[config.mk]
export PLATFORM = sky130hd
export DESIGN_NAME = iter_divider
export DESIGN_NICKNAME = d
export VERILOG_FILES = /design/src/rtl/div_pkg.sv /design/src/rtl/div_step_unit.sv /design/src/rtl/div_fix_unit.sv /design/src/rtl/div_sequencer.sv /design/src/rtl/iter_divider.sv
export SDC_FILE = /design/constraint.sdc
export NUM_CORES = 1
export LEC_CHECK = 0
export BUFFER_PORTS_ARGS = -buffer_cell sky130_fd_sc_hd__buf_4
export CAP_MARGIN = 30
export CORE_ASPECT_RATIO = 1.4
export CORE_MARGIN = 3
export CORE_UTILIZATION = 35
export DETAILED_ROUTE_END_ITERATION = 6
export PLACE_DENSITY = 0.49
export SETUP_SLACK_MARGIN = 0.4
export SLEW_MARGIN = 20
export SYNTH_ARGS = -nofsm -noshare
export SYNTH_HDL_FRONTEND = slang
export SYNTH_SLANG_ARGS = --single-unit
[constraint.sdc]
create_clock -name clk -period 4.71 [get_ports clk]
set_input_delay 0.942 -clock clk [delete_from_list [all_inputs] [get_ports clk]]
set_output_delay 0.942 -clock clk [all_outputs]
set_load 0.02 [all_outputs]
[src/rtl/div_pkg.sv]
package div_pkg;

  typedef enum logic [1:0] {
    ST_IDLE = 2'd0,
    ST_RUN  = 2'd1,
    ST_FIX  = 2'd2,
    ST_DONE = 2'd3
  } div_state_e;

  typedef enum logic {
    ALG_RESTORE    = 1'b0,
    ALG_NONRESTORE = 1'b1
  } div_alg_e;

endpackage

[src/rtl/div_step_unit.sv]
module div_step_unit #(
  parameter int WIDTH = 8
) (
  input  logic             alg_nonrestore,
  input  logic [WIDTH:0]   a_in,
  input  logic [WIDTH-1:0] q_in,
  input  logic [WIDTH-1:0] m_in,
  output logic [WIDTH:0]   a_out,
  output logic [WIDTH-1:0] q_out
);
  localparam int AW = WIDTH + 1;
  localparam int PW = AW + WIDTH;

  // shift the pair {A,Q} left by one; returns the new A part
  function automatic logic [AW-1:0] shifted_a(input logic [AW-1:0] a,
                                              input logic [WIDTH-1:0] q);
    shifted_a = {a[AW-2:0], q[WIDTH-1]};
  endfunction

  // restoring iteration: subtract, keep or undo in the same cycle
  function automatic logic [PW-1:0] restore_step(input logic [AW-1:0] a,
                                                 input logic [WIDTH-1:0] q,
                                                 input logic [WIDTH-1:0] m);
    logic [AW-1:0] a_sh;
    logic [AW:0]   trial;
    a_sh  = shifted_a(a, q);
    trial = {1'b0, a_sh} - {2'b00, m};
    if (trial[AW]) begin
      restore_step = {a_sh, q[WIDTH-2:0], 1'b0};
    end else begin
      restore_step = {trial[AW-1:0], q[WIDTH-2:0], 1'b1};
    end
  endfunction

  // non-restoring iteration: add or subtract by the sign of the old A
  function automatic logic [PW-1:0] nonrestore_step(input logic [AW-1:0] a,
                                                    input logic [WIDTH-1:0] q,
                                                    input logic [WIDTH-1:0] m);
    logic [AW-1:0] a_sh;
    logic [AW-1:0] a_nx;
    a_sh = shifted_a(a, q);
    if (a[AW-1]) begin
      a_nx = a_sh + {1'b0, m};
    end else begin
      a_nx = a_sh - {1'b0, m};
    end
    nonrestore_step = {a_nx, q[WIDTH-2:0], ~a_nx[AW-1]};
  endfunction

  logic [PW-1:0] pair_r;
  logic [PW-1:0] pair_n;
  logic [PW-1:0] pair_sel;

  always_comb begin
    pair_r   = restore_step(a_in, q_in, m_in);
    pair_n   = nonrestore_step(a_in, q_in, m_in);
    pair_sel = alg_nonrestore ? pair_n : pair_r;
  end

  assign a_out = pair_sel[PW-1:WIDTH];
  assign q_out = pair_sel[WIDTH-1:0];

endmodule

[src/rtl/div_fix_unit.sv]
module div_fix_unit #(
  parameter int WIDTH = 8
) (
  input  logic [WIDTH:0]   a_in,
  input  logic [WIDTH-1:0] m_in,
  output logic [WIDTH:0]   a_out,
  output logic             corrected
);
  localparam int AW = WIDTH + 1;

  function automatic logic [AW-1:0] fix_remainder(input logic [AW-1:0] a,
                                                  input logic [WIDTH-1:0] m);
    if (a[AW-1]) begin
      fix_remainder = a + {1'b0, m};
    end else begin
      fix_remainder = a;
    end
  endfunction

  assign a_out     = fix_remainder(a_in, m_in);
  assign corrected = a_in[AW-1];

endmodule

[src/rtl/div_sequencer.sv]
module div_sequencer
  import div_pkg::*;
#(
  parameter int WIDTH = 8
) (
  input  logic       clk,
  input  logic       rst_n,
  input  logic       start,
  input  logic       divisor_zero,
  input  logic       alg_nonrestore,
  output div_state_e state,
  output logic       busy,
  output logic       done,
  output logic       load_fire,
  output logic       zero_fire,
  output logic       step_fire,
  output logic       fix_fire
);
  localparam int CW = (WIDTH > 2) ? $clog2(WIDTH) : 1;
  localparam logic [CW-1:0] LAST_STEP = CW'(WIDTH - 1);

  div_state_e    state_d;
  logic [CW-1:0] step_cnt;
  logic          accept;
  logic          last_step;

  assign busy      = (state == ST_RUN) || (state == ST_FIX);
  assign done      = (state == ST_DONE);
  assign accept    = start && !busy;
  assign load_fire = accept && !divisor_zero;
  assign zero_fire = accept && divisor_zero;
  assign step_fire = (state == ST_RUN);
  assign fix_fire  = (state == ST_FIX);
  assign last_step = step_fire && (step_cnt == LAST_STEP);

  always_comb begin
    state_d = state;
    unique case (state)
      ST_IDLE, ST_DONE: begin
        if (load_fire) begin
          state_d = ST_RUN;
        end else if (zero_fire) begin
          state_d = ST_DONE;
        end else begin
          state_d = ST_IDLE;
        end
      end
      ST_RUN: begin
        if (last_step) begin
          state_d = alg_nonrestore ? ST_FIX : ST_DONE;
        end
      end
      ST_FIX: state_d = ST_DONE;
      default: state_d = ST_IDLE;
    endcase
  end

  always_ff @(posedge clk) begin
    if (!rst_n) begin
      state    <= ST_IDLE;
      step_cnt <= '0;
    end else begin
      state <= state_d;
      if (load_fire) begin
        step_cnt <= '0;
      end else if (step_fire) begin
        step_cnt <= step_cnt + CW'(1);
      end
    end
  end

endmodule

[src/rtl/iter_divider.sv]
module iter_divider
  import div_pkg::*;
#(
  parameter int WIDTH = 8
) (
  input  logic             clk,
  input  logic             rst_n,
  input  logic             start,
  input  logic             algo_sel,
  input  logic [WIDTH-1:0] dividend,
  input  logic [WIDTH-1:0] divisor,
  output logic             busy,
  output logic             done,
  output logic             div_by_zero,
  output logic [WIDTH-1:0] quotient,
  output logic [WIDTH-1:0] remainder
);
  localparam int AW = WIDTH + 1;

  logic [WIDTH-1:0] m_reg;
  logic [WIDTH-1:0] q_reg;
  logic [AW-1:0]    a_reg;
  logic             alg_q;
  logic             dbz_q;

  div_state_e       state;
  logic             load_fire;
  logic             zero_fire;
  logic             step_fire;
  logic             fix_fire;
  logic             divisor_zero;

  logic [AW-1:0]    step_a;
  logic [WIDTH-1:0] step_q;
  logic [AW-1:0]    fix_a;
  logic             fix_corrected;

  assign divisor_zero = (divisor == '0);

  div_sequencer #(.WIDTH(WIDTH)) u_seq (
    .clk            (clk),
    .rst_n          (rst_n),
    .start          (start),
    .divisor_zero   (divisor_zero),
    .alg_nonrestore (alg_q),
    .state          (state),
    .busy           (busy),
    .done           (done),
    .load_fire      (load_fire),
    .zero_fire      (zero_fire),
    .step_fire      (step_fire),
    .fix_fire       (fix_fire)
  );

  div_step_unit #(.WIDTH(WIDTH)) u_step (
    .alg_nonrestore (alg_q),
    .a_in           (a_reg),
    .q_in           (q_reg),
    .m_in           (m_reg),
    .a_out          (step_a),
    .q_out          (step_q)
  );

  div_fix_unit #(.WIDTH(WIDTH)) u_fix (
    .a_in      (a_reg),
    .m_in      (m_reg),
    .a_out     (fix_a),
    .corrected (fix_corrected)
  );

  always_ff @(posedge clk) begin
    if (!rst_n) begin
      m_reg <= '0;
      q_reg <= '0;
      a_reg <= '0;
      alg_q <= ALG_RESTORE;
      dbz_q <= 1'b0;
    end else begin
      if (load_fire) begin
        m_reg <= divisor;
        q_reg <= dividend;
        a_reg <= '0;
        alg_q <= algo_sel;
        dbz_q <= 1'b0;
      end else if (zero_fire) begin
        m_reg <= '0;
        q_reg <= '1;
        a_reg <= {1'b0, dividend};
        alg_q <= algo_sel;
        dbz_q <= 1'b1;
      end else if (step_fire) begin
        a_reg <= step_a;
        q_reg <= step_q;
      end else if (fix_fire) begin
        a_reg <= fix_a;
      end
    end
  end

  assign div_by_zero = dbz_q;
  assign quotient    = q_reg;
  assign remainder   = a_reg[WIDTH-1:0];

endmodule

# After elaboration in Yosys (flattened, before gate mapping)
# Index checks and enable logic that the tools add are counted.
[classes]
eq_ne = 5
n_mul = 0
bitwise = 2
add_sub_neg = 5
order_cmp = 0
shifts = 0
reduce_logical = 18
n_div = 0
muxes = 19
[ops]
columns = ["op", "count"]
rows = [
  ["two-way mux 8 bit", 6],
  ["two-way mux 9 bit", 4],
  ["two-way mux 17 bit", 2],
  ["adder 9 x 8 -> 9 bit", 2],
  ["subtractor 9 x 8 -> 10 bit", 1],
  ["nonzero test 3 bit", 3],
  ["subtractor 9 x 8 -> 9 bit", 1],
  ["zero test 8 bit", 1],
  ["two-way mux 2 bit", 3],
  ["case mux 2 bit (3 select lines)", 1],
  ["equality test 2 bit (second input constant)", 2],
  ["logical AND 1 bit", 4],
  ["nonzero test 2 bit", 2],
  ["OR reduction 2 bit", 2],
  ["adder 3 x 1 -> 3 bit (second input constant)", 1],
  ["equality test 3 bit (second input constant)", 1],
  ["two-way mux 1 bit", 3],
  ["OR reduction 3 bit", 1],
  ["equality test 2 x 1 -> 1 bit (second input constant)", 1],
  ["zero test 1 bit", 2],
  ["zero test 2 bit", 1],
  ["!= test 2 bit (second input constant)", 1],
  ["inverter 1 bit", 2],
  ["AND reduction 2 bit", 1],
  ["logical OR 1 bit", 1],
]
[totals]
wordCells = 57
mem_count = 0
romBits = 0
latchBits = 0
mem_bits_rw = 0
regBits = 32

# Depth between registers and ports, before layout
[depth]
ltp_word = 8
ltp_mapped = 11

# Modules after synthesis
# Synthesis repeated with hierarchy kept, for this count alone.
[unflattened]
hier_cells = 391
area_unflattened_um2 = 3265.6
[by_module_without_submodules]
columns = ["mod", "area_each_um2", "seq_area_each_um2", "cells_per_inst", "instances"]
rows = [
  ["iter_divider", 1347.5, 540.5, 146, 1],
  ["div_step_unit", 1159.9, 0.0, 149, 1],
  ["div_fix_unit", 478.0, 0.0, 65, 1],
  ["div_sequencer", 280.3, 100.1, 31, 1],
]

# Worst setup path before layout
# No wires, ideal clock.
[synth_timing]
path_type = "register to register"
start = "reg m_reg[1]"
end = "reg a_reg[6]"
stages_incl_launch_ff = 12
setup_time_ns = 0.130
slack_ns = 2.342
arrival_time_ns = 2.238
n_path_buf = 0
synth_period_minus_slack_ns = 2.368
path_cell_list = "dfxtp_1 -> inv_1 -> ha_1 -> mux2_2 -> inv_1 -> fa_1 -> nand2b_1 -> a21oi_1 -> o22ai_1 -> xnor2_1 -> a32oi_1 -> o211ai_1"
[synth_between]
elab_chain_len = 5
elab_cells_between_ends = 11
cone_classes = "4 x add/sub; 7 x mux"
[synth_rtl]
columns = ["element", "line_no", "source"]
rows = [
  ["from (decl)", "iter_divider.sv:20", "logic [WIDTH-1:0] m_reg;"],
  ["from (signal assigned)", "iter_divider.sv:80", "m_reg <= divisor;"],
  ["adder 9 x 8 -> 9 bit (tied with other cells)", "div_fix_unit.sv:14", "fix_remainder = a + {1'b0, m};"],
  ["two-way mux 9 bit (tied with other cells)", "div_fix_unit.sv:13", "if (a[AW-1]) begin"],
  ["two-way mux 9 bit / two-way mux 17 bit (equally long branches)", "iter_divider.sv:94, div_step_unit.sv:57", ""],
  ["two-way mux 9 bit *", "iter_divider.sv:91", "end else if (step_fire) begin"],
  ["two-way mux 8 bit *", "iter_divider.sv:85", "end else if (zero_fire) begin"],
  ["to (signal assigned)", "iter_divider.sv:88", "a_reg <= {1'b0, dividend};"],
  ["to (signal assigned)", "iter_divider.sv:92", "a_reg <= step_a;"],
  ["to (signal assigned)", "iter_divider.sv:95", "a_reg <= fix_a;"],
  ["to (decl)", "iter_divider.sv:22", "logic [AW-1:0] a_reg;"],
]
# Mark *: on every way between the ends. The rest lies on a longest branch, timed or not. The select of a mux whose other input is x is not followed.
# A chain may end at the register's enable or synchronous reset.

# Final worst setup path
# Ends and elaborated chain as after synthesis.

==> results.md <==
* Final Slew Violations at 0
* Hold Vio Cnt, Final at 0
* Fin crit period at 2852 ps
* Slowest cell on crit path: dfxtp_1
* Nets at 481
* Part of the Yosys area used for sequential elements at 21.32%
* Synthesized Nets at 449
* Max Clock Freq at 350.7 MHz
* GR peak layer: met2
* Share of layout cells above drive strength 1 at 13.75%
* Core area at 0.008247 sq mm
* Chip width at 84.30 microns
* PnR worst setup slack at 1858 ps
* Detailed-route via count at 3,071
* Dpl ws at 1850 ps
* Dpl cell area at 0.003369 sq mm
* CTS tree: yes
* Compound-gate portion of the synthesized area at 30.03%
* GP Congestion at 0.9358
* Main synth FF type: dfxtp_1
* Hold_sp: quotient[3]
* CTS Buf Count at 5
* CP endpoint kind: register
* Met2 Use GR at 38.15%
* Max-slew headroom at the worst pin at 49.53%
* R2R setup slack at 1860 ps
* Pleak at 1.486 nW
* P per Cell Area at 621.0 mW/mm^2
* CP arrival at 3000 ps
* Syn avg cell area at 7.586 sq um
* Ys Warns at 0
* CP delay by family, top: compound AO/OA/AOI/OAI gates
* Root Driver: clkbuf_16
* Mux contribution to synthesized area at 1.874%
* Actual slew at the worst max-slew pin at 756.0 ps
* Number of synthesized register bits at 32
* Final period util at 60.55%
* GRT Util Overall at 21.04%
* Max_cap viols at 0
* Critical path peak fanout at 7
* Simple-gate share of the synthesized area at 22.16%
* Synth Instances at 396
* Initial Util at 36.43%
* Critical path type: reg -> reg
* Area Growth Syn to Fin at 18.24%
* Clk buf depth at 2
* Port-buffer cells at 38
* Hold Path Cell Cnt at 2
* CP cell instances: inv_1, ha_1, mux2_2, inv_1, fa_1, nand2b_1, a21oi_1, o22ai_1, xnor2_1, a32oi_1, o211ai_1
* Grt total ovfl at 0
* Row Count at 39
* Fin util at 43.07%
* Worst reg2reg endpoint: a_reg[6]
* Total chip power at 2.206 mW
* Die area at 0.009747 sq mm
* Vias per cell at 5.783
* Reg-to-Reg Start: m_reg[1]
* Dpl cells at 523
* Routed len/inst at 19.06 microns
* Post-synth EDFFs at 0
* Largest net degree at the start of global routing at 26
* Distinct cells, synth at 61
* Routing usage on met3 at 3.129%
* Max reg flops at 9
* GR Util met1 at 22.46%
* CTS Hold Buffers Added at 0
* HPWL after DPL at 8008 microns
* Hold Path End: quotient[3]
* Max incr delay on CP at 500 ps
* Worst clock skew at 5.143 ps
* Hold slack at 477.9 ps
* CP bufs+invs at 2
* Pre-antenna DRT Iters at 4
* # setup viols final at 0
* Critical path's most frequent cell: inv_1
* Die Y at 115.6 microns
* Synth Area in Adders at 14.49%
* First-pass GRT wire length at 15,900 microns
* Worst Hold Class: reg -> reg
* Non-Filler Instances at 531
* Drc violations at 0
* RSZ-0062 raised after global routing: no
* Initial antenna violation count at 0
* Final instance area at 0.003552 sq mm
* Vias in the first global route at 3,121
* R2R depth at 11
* Post-CTS Setup Repair Bufs at 0
* Final wirelength at 10,120 microns
* Async S/R FF share, synth at 0%
* Detail Route Antenna Nets at 0
* Worst skew pair latency at 280 ps
* H-Tree Depth at 2
* Clock Sinks at 32
* Initial DRC count at 134
* Top-Level Pins at 39
* Mapped Area at 0.003004 sq mm
* Post-synthesis xor/xnor area fraction at 5.539%
* CP startpoint kind: register
* Sum Neg Setup Slack at 0 ps
* ANT cells at 0
* Worst vdd ir at 0.0003817 V
* Post-cts sizing count at 0
* CTS clk-pin slew, worst paths at 60 ps
* Worst EP required at 4860 ps
* Largest family of logic cells by synthesized area: compound AO/OA/AOI/OAI gates
* Status: finished clean
cells in the mapped netlist, types with 3 or more instances:
master,instances,area (sq um)
nand2_1,62,232.7
nor2_1,34,127.6
dfxtp_1,32,640.6
ha_1,30,375.4
o21ai_0,23,115.1
inv_1,22,82.58
a21oi_1,19,95.09
a21boi_0,17,127.6
xnor2_1,14,122.6
nand3_1,11,55.05
a211oi_1,10,75.07
clkbuf_1,9,33.78
a31oi_1,8,50.05
nand2b_1,8,50.05
and3_1,5,31.28
xor2_1,5,43.79
a21o_1,4,30.03
a221oi_1,4,35.03
and2_1,4,25.02
nor3_1,4,20.02
nor4_1,4,25.02
o211ai_1,4,30.03
o31ai_1,4,30.03
buf_1,3,11.26
fa_1,3,60.06
mux2i_1,3,30.03
nor2b_1,3,18.77
o21a_1,3,22.52
o21ai_1,3,15.01
o21bai_1,3,22.52
logic make-up after synthesis:
group	count (synthesis)
AND/OR/NAND/NOR	144
AO/OA/AOI/OAI	127
adder cells (fa/ha/maj)	33
buffers and inverters	36
multiplexers	5
flip-flops	32
XOR/XNOR	19
report_power, final:
group | total (mW) | leakage, nW | switching [mW] | internal, mW
Combinational | 1.35 | 1.13 | 0.810 | 0.544
Clock | 0.399 | 0.0901 | 0.121 | 0.278
Sequential | 0.452 | 0.262 | 0.111 | 0.342
how the worst max path moves through the flow:
| stage | cells past startpoint | start | slack [ps] | end |
|---|---|---|---|---|
| 6_report | 11 | m_reg[1] | 1860 | a_reg[6] |
| 5_1_grt | 11 | m_reg[1] | 1670 | a_reg[6] |
| 4_1_cts | 11 | m_reg[1] | 1840 | a_reg[6] |
| 2_1_floorplan | 11 | m_reg[1] | 2340 | a_reg[6] |
| 3_5_place_dp | 11 | m_reg[1] | 1850 | a_reg[6] |
| 3_3_place_gp | 11 | m_reg[1] | 1900 | a_reg[6] |
cell type report:
class | count | area, sq um
clock buffer | 7 | 152.6
clock inverter | 1 | 30.03
fill | 857 | 4695
inverter | 22 | 82.58
multi-input combinational | 328 | 2226
sequential | 32 | 640.6
tap | 102 | 127.6
timing repair buffer | 39 | 292.8
tightest hold or removal path: cells and delay by family (launching register included):
family,cells,cell delay (ps)
DFF,1,320
AOI/OAI and AO/OA,1,60
and+or+nand+nor,1,50
metal layers:
metal  vias up  wire length [microns]
li1       1502                      -
met1      1427                   4005
met2       105                   5004
met3        37                    510
met4         0                    603
met5         -                      0
cell usage in the layout (no fill, tap or decap), types with 5 or more instances in the layout:
cell type   n
nand3_1    11
nand2b_1    8
a21oi_1    19
and3_1      5
ha_1       30
a31oi_1     8
a21boi_0   17
xor2_1      5
xnor2_1    14
clkbuf_16   5
o21ai_0    23
inv_1      22
nand2_1    62
buf_4      39
nor2_1     34
dfxtp_1    32
a211oi_1   10
Power figures use the tool's default switching activity.
